===== config.mk =====
export PLATFORM = sky130hd
export DESIGN_NAME = tmr16_timer
export DESIGN_NICKNAME = d
export VERILOG_FILES = /design/src/rtl/tmr16_pkg.sv /design/src/rtl/tmr16_prescaler.sv /design/src/rtl/tmr16_edge_sync.sv /design/src/rtl/tmr16_core.sv /design/src/rtl/tmr16_timer.sv
export SDC_FILE = /design/constraint.sdc
export NUM_CORES = 1
export LEC_CHECK = 0
export CORE_UTILIZATION = 26
export CTS_CLUSTER_SIZE = 16
export DETAILED_ROUTE_END_ITERATION = 8
export GPL_TIMING_DRIVEN = 0
export PLACE_DENSITY = 0.45
export SETUP_SLACK_MARGIN = 0.3
export SKIP_LAST_GASP = 1
export SLEW_MARGIN = 20
export SYNTH_ARGS = -nofsm -noshare
export SYNTH_HDL_FRONTEND = slang
export SYNTH_SLANG_ARGS = --single-unit

===== constraint.sdc =====
create_clock -name clk -period 2.35 [get_ports clk]
set_input_delay 0.47 -clock clk [delete_from_list [all_inputs] [get_ports clk]]
set_output_delay 0.47 -clock clk [all_outputs]
set_load 0.1 [all_outputs]

===== src/rtl/tmr16_pkg.sv =====
// Shared types for the 16-bit reload timer.
// Assumes: control register is 7 bits wide, field order fixed by software view.
package tmr16_pkg;

    localparam int PSEL_W = 2;

    typedef enum logic [1:0] {
        M_TIMER = 2'd0,
        M_PULSE = 2'd1,
        M_EVENT = 2'd2,
        M_MEAS  = 2'd3
    } mode_e;

    typedef struct packed {
        logic              lonly;   // bit 6: write high byte to latch only
        logic              fall;    // bit 5: falling edge selected
        logic              stop;    // bit 4: halt counting
        logic [PSEL_W-1:0] psel;    // bits 3:2: prescale select
        mode_e             mode;    // bits 1:0: operating mode
    } ctrl_t;

    localparam logic [1:0] A_LO   = 2'd0;
    localparam logic [1:0] A_HI   = 2'd1;
    localparam logic [1:0] A_CTRL = 2'd2;

endpackage


===== src/rtl/tmr16_prescaler.sv =====
// Free-running prescaler producing a one-cycle tick every 2**(BASE_LOG+sel) clocks.
// Assumes: counter width covers the largest divisor so every divisor divides its period.
module tmr16_prescaler #(
    parameter int SEL_W    = 2,
    parameter int BASE_LOG = 3
) (
    input  logic             clk,
    input  logic             rst_n,
    input  logic [SEL_W-1:0] sel,
    output logic             tick
);
    localparam int PRE_W = BASE_LOG + (1 << SEL_W) - 1;

    logic [PRE_W-1:0] pre_q;
    logic [PRE_W:0]   span;
    logic [PRE_W-1:0] mask;

    // Derive the tick from the low bits of the free-running count.
    always_comb begin
        span = (PRE_W+1)'(1) << (BASE_LOG + int'(sel));
        mask = PRE_W'(span - 1'b1);
        tick = (pre_q & mask) == mask;
    end

    // Advance the prescale count every clock.
    always_ff @(posedge clk) begin
        if (!rst_n) pre_q <= '0;
        else        pre_q <= pre_q + 1'b1;
    end
endmodule


===== src/rtl/tmr16_edge_sync.sv =====
// Synchronizes an asynchronous pin and flags its selected edge for one cycle.
// Assumes: STAGES >= 2; polarity changes only while the pin is settled.
module tmr16_edge_sync #(
    parameter int STAGES = 2
) (
    input  logic clk,
    input  logic rst_n,
    input  logic pin,
    input  logic fall_sel,
    output logic edge_p
);
    logic [STAGES-1:0] sync_q;
    logic              prev_q;

    for (genvar i = 0; i < STAGES; i++) begin : g_stage
        // Shift the pin through one synchronizer stage.
        always_ff @(posedge clk) begin
            if (!rst_n)      sync_q[i] <= 1'b0;
            else if (i == 0) sync_q[i] <= pin;
            else             sync_q[i] <= sync_q[(i == 0) ? 0 : i-1];
        end
    end

    // Remember the last synchronized level for edge comparison.
    always_ff @(posedge clk) begin
        if (!rst_n) prev_q <= 1'b0;
        else        prev_q <= sync_q[STAGES-1];
    end

    // Compare the current and previous levels against the selected polarity.
    always_comb begin
        edge_p = fall_sel ? (prev_q & ~sync_q[STAGES-1])
                          : (~prev_q & sync_q[STAGES-1]);
    end
endmodule


===== src/rtl/tmr16_core.sv =====
// Counter, reload latch, capture register and pulse toggle of the timer.
// Assumes: load_en is a one-cycle strobe; tick and edge_p are one-cycle pulses.
module tmr16_core
    import tmr16_pkg::*;
#(
    parameter int CNT_W = 16
) (
    input  logic             clk,
    input  logic             rst_n,
    input  mode_e            mode,
    input  logic             stop,
    input  logic             tick,
    input  logic             edge_p,
    input  logic             load_en,
    input  logic             latch_only,
    input  logic [CNT_W-1:0] load_val,
    output logic [CNT_W-1:0] cnt_q,
    output logic [CNT_W-1:0] latch_q,
    output logic [CNT_W-1:0] cap_q,
    output logic             irq_uf_q,
    output logic             pulse_q
);
    logic load_cnt, meas_hit, count_en, uf;

    // Resolve the precedence of bus load, measurement restart and counting.
    always_comb begin
        load_cnt = load_en && !latch_only;
        meas_hit = (mode == M_MEAS) && edge_p && !stop;
        count_en = !stop && !meas_hit && ((mode == M_EVENT) ? edge_p : tick);
        uf       = count_en && (cnt_q == '0) && !load_cnt;
    end

    // Update the running count.
    always_ff @(posedge clk) begin
        if (!rst_n)             cnt_q <= '0;
        else if (load_cnt)      cnt_q <= load_val;
        else if (meas_hit)      cnt_q <= latch_q;
        else if (count_en)      cnt_q <= (cnt_q == '0) ? latch_q : cnt_q - 1'b1;
    end

    // Hold the reload value written by the bus.
    always_ff @(posedge clk) begin
        if (!rst_n)       latch_q <= '0;
        else if (load_en) latch_q <= load_val;
    end

    // Capture the count on a measurement edge.
    always_ff @(posedge clk) begin
        if (!rst_n)        cap_q <= '0;
        else if (meas_hit) cap_q <= cnt_q;
    end

    // Register the underflow request and the pulse-mode toggle.
    always_ff @(posedge clk) begin
        if (!rst_n) begin
            irq_uf_q <= 1'b0;
            pulse_q  <= 1'b0;
        end else begin
            irq_uf_q <= uf;
            pulse_q  <= pulse_q ^ (uf && (mode == M_PULSE));
        end
    end
endmodule


===== src/rtl/tmr16_timer.sv =====
// Top of the 16-bit reload timer: byte-wide register port, byte buffers,
// control register and the instances of prescaler, edge sync and core.
// Assumes: one-cycle bus strobes; high byte read before low, low byte written before high.
module tmr16_timer
    import tmr16_pkg::*;
#(
    parameter int BYTE_W      = 8,
    parameter int SYNC_STAGES = 2,
    parameter int BASE_LOG    = 3
) (
    input  logic              clk,
    input  logic              rst_n,
    input  logic [1:0]        bus_addr,
    input  logic              bus_wr,
    input  logic              bus_rd,
    input  logic [BYTE_W-1:0] bus_wdata,
    output logic [BYTE_W-1:0] bus_rdata,
    input  logic              ext_pin,
    output logic              pulse_out,
    output logic              irq_underflow,
    output logic              irq_pin_edge
);
    localparam int CNT_W  = 2 * BYTE_W;
    localparam int CTRL_W = $bits(ctrl_t);

    ctrl_t             ctrl_q;
    logic [BYTE_W-1:0] wbuf_q, rbuf_q;
    logic [CNT_W-1:0]  cnt_q, latch_q, cap_q, view;
    logic              tick, edge_p, wr_hi, wr_cnt, edge_irq_q;
    mode_e             cur_mode;
    logic              cur_stop;

    assign cur_mode = ctrl_q.mode;
    assign cur_stop = ctrl_q.stop;

    // Decode the high-byte write and the readable 16-bit value.
    always_comb begin
        wr_hi  = bus_wr && (bus_addr == A_HI);
        wr_cnt = wr_hi && !ctrl_q.lonly;
        view   = (ctrl_q.mode == M_MEAS) ? cap_q : cnt_q;
    end

    // Capture control writes and the pending low byte.
    always_ff @(posedge clk) begin
        if (!rst_n) begin
            ctrl_q <= '0;
            wbuf_q <= '0;
        end else if (bus_wr) begin
            if (bus_addr == A_CTRL) ctrl_q <= ctrl_t'(bus_wdata[CTRL_W-1:0]);
            if (bus_addr == A_LO)   wbuf_q <= bus_wdata;
        end
    end

    // Freeze the low byte when the high byte is read.
    always_ff @(posedge clk) begin
        if (!rst_n)                          rbuf_q <= '0;
        else if (bus_rd && bus_addr == A_HI) rbuf_q <= view[BYTE_W-1:0];
    end

    // Register the pin-edge request.
    always_ff @(posedge clk) begin
        if (!rst_n) edge_irq_q <= 1'b0;
        else        edge_irq_q <= edge_p;
    end

    // Select read data by address.
    always_comb begin
        unique case (bus_addr)
            A_LO:    bus_rdata = rbuf_q;
            A_HI:    bus_rdata = view[CNT_W-1:BYTE_W];
            A_CTRL:  bus_rdata = BYTE_W'(ctrl_q);
            default: bus_rdata = '0;
        endcase
    end

    tmr16_prescaler #(.SEL_W(PSEL_W), .BASE_LOG(BASE_LOG)) u_pre (
        .clk   (clk),
        .rst_n (rst_n),
        .sel   (ctrl_q.psel),
        .tick  (tick)
    );

    tmr16_edge_sync #(.STAGES(SYNC_STAGES)) u_edge (
        .clk      (clk),
        .rst_n    (rst_n),
        .pin      (ext_pin),
        .fall_sel (ctrl_q.fall),
        .edge_p   (edge_p)
    );

    tmr16_core #(.CNT_W(CNT_W)) u_core (
        .clk        (clk),
        .rst_n      (rst_n),
        .mode       (ctrl_q.mode),
        .stop       (ctrl_q.stop),
        .tick       (tick),
        .edge_p     (edge_p),
        .load_en    (wr_hi),
        .latch_only (ctrl_q.lonly),
        .load_val   ({bus_wdata, wbuf_q}),
        .cnt_q      (cnt_q),
        .latch_q    (latch_q),
        .cap_q      (cap_q),
        .irq_uf_q   (irq_underflow),
        .pulse_q    (pulse_out)
    );

    assign irq_pin_edge = edge_irq_q;
endmodule


After elaboration in Yosys (flattened, before gate mapping)
Cells that the tools add are included.
Operators by class
  shifts and indexed selects: 1
  bitwise gates (word level): 6
  reduce and logical (&&, ||, !) cells: 19
  multiplexer cells: 8
  eq/ne operators: 6
  $add $sub $neg: 4
Operators by type and width (count)
  $mux 16: 5
  $shl 1x32->6 const A: 1
  $pmux 8 s3: 1
  $logic_not 16->1: 1
  $sub 16x1->16 const B: 1
  $logic_and 1x1->1: 10
  $add 6x1->6 const B: 1
  $and 6x6->6: 1
  $eq 2x2->1 const B: 3
  $eq 6x6->1: 1
  $sub 6x1->6 const B: 1
  $eq 2x1->1 const B: 2
  $logic_not 1->1: 4
  $reduce_and 2->1: 2
  $add 2x2->3 const A: 1
  $reduce_bool 3->1: 1
  $and 1x1->1: 2
  $logic_not 2->1: 1
  $mux 1: 2
  $not 1->1: 2
  $xor 1x1->1: 1
Storage, ports and cells
  output and inout port bits: 11
  register bits after elaboration: 83
  bits of input ports: 15
  word-level logic and storage cells: 61

Longest topological paths before layout
  depth in word-level cells: 12
  gate-level depth with buffers: 10
  mapped depth without buffers: 8

Cells and area by module
Synthesis repeated with hierarchy kept, for this count alone.
Second synthesis, totals
  cell total of the unflattened synthesis: 454
  area, all modules: 4150.2 um^2
Modules (own cells, without submodules)
  tmr16_core: sequential area each 1001.0 um^2, instances 1, cells each 294, area an instance 2524.9 um^2
  tmr16_timer: sequential area each 480.5 um^2, instances 1, cells each 121, area an instance 1236.2 um^2
  tmr16_prescaler: sequential area each 120.1 um^2, instances 1, cells each 30, area an instance 287.8 um^2
  tmr16_edge_sync: sequential area each 60.1 um^2, instances 1, cells each 9, area an instance 101.3 um^2

Worst setup path after synthesis
Ideal clock, no wire load.
  path type: register to output
  start point: reg ctrl_q, in the netlist cur_mode[1]
  end point: out bus_rdata[7]
  path buffers: 1
  slack: -1.505 ns
  required time: 1.880 ns
  arrival time: 3.385 ns
  cell stages (with the launch flop): 5
  cells stage by stage: dfxtp_1 > nand2_1 > clkbuf_1 > nand2_1 > a311oi_1
On the way
  longest elaborated chain between the ends: 3
RTL lines
  from (decl): line tmr16_timer.sv:26  | ctrl_t ctrl_q;
  from (signal assigned): line tmr16_timer.sv:49  | if (bus_addr == A_CTRL) ctrl_q <= ctrl_t'(bus_wdata[CTRL_W-1:0]);
  $eq 2x2->1: line tmr16_timer.sv:40  | view = (ctrl_q.mode == M_MEAS) ? cap_q : cnt_q;
  $mux 16: line tmr16_timer.sv:40
  $pmux 8 s3: line tmr16_timer.sv:68  | unique case (bus_addr)
  to (decl): line tmr16_timer.sv:17  | output logic [BYTE_W-1:0] bus_rdata,
Every way passes these cells.

Worst setup path after layout
Ends and elaborated chain as after synthesis.

==> run summary <==
The chip height is 127 um. The arrival time at the worst endpoint came out at 1.57 ns. Area of the die: 16300 um^2. The overflow left after global routing is 0.

The average instance area after synthesis works out to 8.90 um^2. TritonCTS built the clock tree. The clock net in this run drives a total of 83 sinks. The post-detailed-route DRC marker count was 0; the minimum setup slack among reg-to-reg paths was 0.34 ns. The tools report the total wire length after detailed routing as 12900 um. The flow ran to the end, and the final reports show no timing, DRC or antenna violations. The tools report the all-layer global routing usage as 17.0%.

Per report_power, the clock group accounts for 33.9% of the total. After filler insertion, the fill cell instance count of the layout stands at 1560. The tools report the initial antenna violation count as 0. For this run, the share of the core covered by cells in the final layout is 36.8%. The area added between synthesis and finish was 37.1%; the internal power consumption was 0.00263 W. The number of distinct library cell variants in the gate-level netlist after synthesis is 52, and the post-placement cell area is 4800 um^2.

For the first-pass iteration count of the detailed router, the log shows 4. Summed over all nets, the half-perimeter wirelength after detailed placement is 8980 um. Static power due to leakage: 2.12 nW.

In this run, synthesis inferred 0 flip-flops with an integrated enable. In the finished design, the share of the clock period the worst path needs comes to 86.9%. For the largest clock skew in the final design, the log shows 0.00451 ns. STA puts the critical path data required time at 1.88 ns.

The tools report the maximum number of pins on one net before global-route repair as 13. For the worst-skew pair, the clock arrives at the later sink with an insertion delay of 0.34 ns. Setup violations remaining at the end of the flow were counted as 0. After synthesis, flip-flops and latches occupy 40.6% of the total area.

The first global-routing pass estimated 20400 um of wire. In the final routed layout, each cell accounts on average for 17.6 um. The worst-path maximum fanout came out at 8. Time the final worst path needs with I/O delays and setup: 2.04 ns. For this run, asynchronously set or reset flops after synthesis account for 0%.

Synthesis handed over a netlist of 460 instances. Number of ports placed on the die boundary: 26. Yosys attributes the largest share of cell area to sky130_fd_sc_hd__dfxtp_1, sky130_fd_sc_hd__mux2i_1, sky130_fd_sc_hd__nand2_1, sky130_fd_sc_hd__nor2b_1, sky130_fd_sc_hd__a21boi_0.

The congestion estimate from routability-driven global placement came to 0.825. The tree is rooted in a sky130_fd_sc_hd__clkbuf_16. The logs give 0 for the number of hold violations in the final report and 0.555 mV for the peak ir drop on the vdd network. Net switching is 29.6% of the power. The post-synthesis sequential element count is 83, and the net switching power is 0.00111 W. The tools report the sort of element at the start of the critical path as a flip-flop.

The worst setup path is captured at an output port. The final number of max-transition violations came out at 0. After synthesis the cells add up to 4090 um^2.

Once placement completed, the tool counted placed cells totaling 695. Once detail routing completed, the nets flagged for antenna violations numbered 0. The total design power is 0.00374 W, and the slew at the pin closest to its max-slew limit is 0.957 ns.

The run gives 36.5% as the worst-case headroom to the max-slew limit. The tightest min-delay check is of the reg -> reg type. The tool flagged a number of max-cap violations equal to 0. The share of total power dissipated in sequential elements is 41.1%. The commonest register cell after synthesis is sky130_fd_sc_hd__dfxtp_1.

The core region area was 15300 um^2. The count of synthesis-stage warnings from yosys is 0, and the power per cell area is 666 nW/um^2. In this run the deepest clock path goes through 2 buffers. The share of total power dissipated in combinational logic is 25.0%. Summed over its instances, the top area cell type makes up 40.6% of the synthesized netlist area. Excluding fillers, the count of instances in the completed layout stands at 736.

The tools report the number of global-route vias before repair as 3453. Leaving out fill and tap cells, the most frequent cell in the layout is sky130_fd_sc_hd__dfxtp_1. The die boundary width was 127 um; the number of H-tree levels was 3. The tools report the antenna cell count as 0.

The library cell with the largest summed area after synthesis was sky130_fd_sc_hd__dfxtp_1. The synthesized netlist net count was 480; the effective utilization at floorplan was 26.8%. Once layout is done, the placed cells without fillers occupy 5610 um^2.

The final route contains 3473 vias. The detailed router finished its first iteration with 192 violations. Total number of nets in the final design: 542. Setup repair after global routing could not meet its margin everywhere. Total number of placement rows: 45. The clock slew seen by the registers of the worst setup and hold paths was 0.06 ns. Port buffer count: 24.

The worst setup path is of the reg -> out kind. In the layout the commonest cells are sky130_fd_sc_hd__dfxtp_1, sky130_fd_sc_hd__nand2_1, sky130_fd_sc_hd__mux2i_1. The logs give 0 ns for the post-route setup TNS and 9 for the TritonCTS buffer count. Of the cells placed in the final design, the portion with a size suffix greater than 1 is 22.5%. The highest attainable clock frequency was 0.489 GHz; the number of vias per cell after detailed routing was 4.72.
==> final timing paths <==
kind	startpoint	to	cells past startpoint
min reg2reg	u_edge.sync_q[0]	u_edge.sync_q[1]	1
max	cur_mode[1]	bus_rdata[7]	5
min	u_edge.sync_q[0]	u_edge.sync_q[1]	1
max reg2reg	ctrl_q[2]	u_core.pulse_q	8
==> layout make-up <==
| type | count | area [um^2] | share of cell area (%) |
|---|---|---|---|
| multi-input cells | 336 | 2520 | 44.9 |
| flip-flops and latches | 83 | 1680 | 30.0 |
| repair buffers | 51 | 534 | 9.52 |
| plain buffers | 35 | 334 | 5.95 |
| well taps | 211 | 264 | 4.70 |
| clock buffers | 14 | 254 | 4.53 |
| inverters | 6 | 22.5 | 0.401 |
==> registers in the layout (all words and copies together) (netlist names) <==
name,count
u_core.cap_q,16
u_core.cnt_q,16
u_core.latch_q,16
rbuf_q,8
wbuf_q,8
u_pre.pre_q,6
ctrl_q,4
cur_mode,2
u_edge.sync_q,2
cur_stop,1
irq_pin_edge,1
u_core.irq_uf_q,1
u_core.pulse_q,1
u_edge.prev_q,1
==> routing by layer <==
layer | vias up | track usage [%] | wire length [um]
met3 | 13 | 4.27 | 563
met5 | - | 0 | 0
met2 | 60 | 27.6 | 5960
li1 | 1727 | - | -
met4 | 0 | 4.90 | 184
met1 | 1673 | 22.2 | 6220
==> metrics by stage <==
stage / setup slack [ns] / hold WS [ns]
after floorplan: 0.248 / 0.412
after global placement: -1.02 / 0.428
after detailed placement: -1.03 / 0.443
after CTS: 0.276 / 0.456
after global routing: 0.247 / 0.470
final: 0.307 / 0.445
==> cells by family after synthesis <==
logic type | share of synthesized area [%]
AND/OR/NAND/NOR | 22.6
AO/OA/AOI/OAI | 15.8
flip-flops | 40.6
multiplexers | 11.2
buffers and inverters | 4.52
XOR/XNOR | 3.64
adder cells (fa/ha/maj) | 1.53
==> what timing repair did <==
| item | in CTS | in global routing |
|---|---|---|
| hold buffers | 0 | 0 |
| gates cloned | 1 | 0 |
| endpoints found under the setup margin | 55 | 37 |
| buffers inserted | 18 | 8 |
| pin swaps | 7 | 13 |
| gates resized for setup | 113 | 43 |
| hold endpoints to repair | 0 | 0 |
==> critical path, stage by stage, from the launching register on <==
cell and delay, ns:
sky130_fd_sc_hd__dfxtp_4 0.38, sky130_fd_sc_hd__nand2_8 0.08, sky130_fd_sc_hd__clkbuf_16 0.16, sky130_fd_sc_hd__nand2_4 0.06
sky130_fd_sc_hd__a311oi_4 0.32, sky130_fd_sc_hd__buf_12 0.22
==> power groups by stage <==
| stage | clock network (W) | logic (W) | registers (W) |
|---|---|---|---|
| 2_1_floorplan | 0 | 0.000600 | 0.00154 |
| 6_report | 0.00127 | 0.000934 | 0.00153 |
| 4_1_cts | 0.00131 | 0.000868 | 0.00153 |
| 3_3_place_gp | 0 | 0.000789 | 0.00156 |
| 5_1_grt | 0.00138 | 0.00101 | 0.00154 |
| 3_5_place_dp | 0 | 0.000787 | 0.00156 |
==> cells in the mapped netlist (4+ instances only) <==
cell,instances
sky130_fd_sc_hd__dfxtp_1,83
sky130_fd_sc_hd__nand2_1,61
sky130_fd_sc_hd__mux2i_1,46
sky130_fd_sc_hd__nor2b_1,35
sky130_fd_sc_hd__clkbuf_1,27
sky130_fd_sc_hd__nand3_1,24
sky130_fd_sc_hd__nor2_1,20
sky130_fd_sc_hd__o21ai_0,20
sky130_fd_sc_hd__a21boi_0,17
sky130_fd_sc_hd__xnor2_1,11
sky130_fd_sc_hd__a31oi_1,9
sky130_fd_sc_hd__o22ai_1,9
sky130_fd_sc_hd__and2_1,8
sky130_fd_sc_hd__o211a_1,8
sky130_fd_sc_hd__o211ai_1,8
sky130_fd_sc_hd__a21oi_1,6
sky130_fd_sc_hd__inv_1,6
sky130_fd_sc_hd__xor2_1,6
sky130_fd_sc_hd__a2bb2oi_1,5
sky130_fd_sc_hd__ha_1,5
sky130_fd_sc_hd__buf_2,4
(Power assumes the default switching activity.)
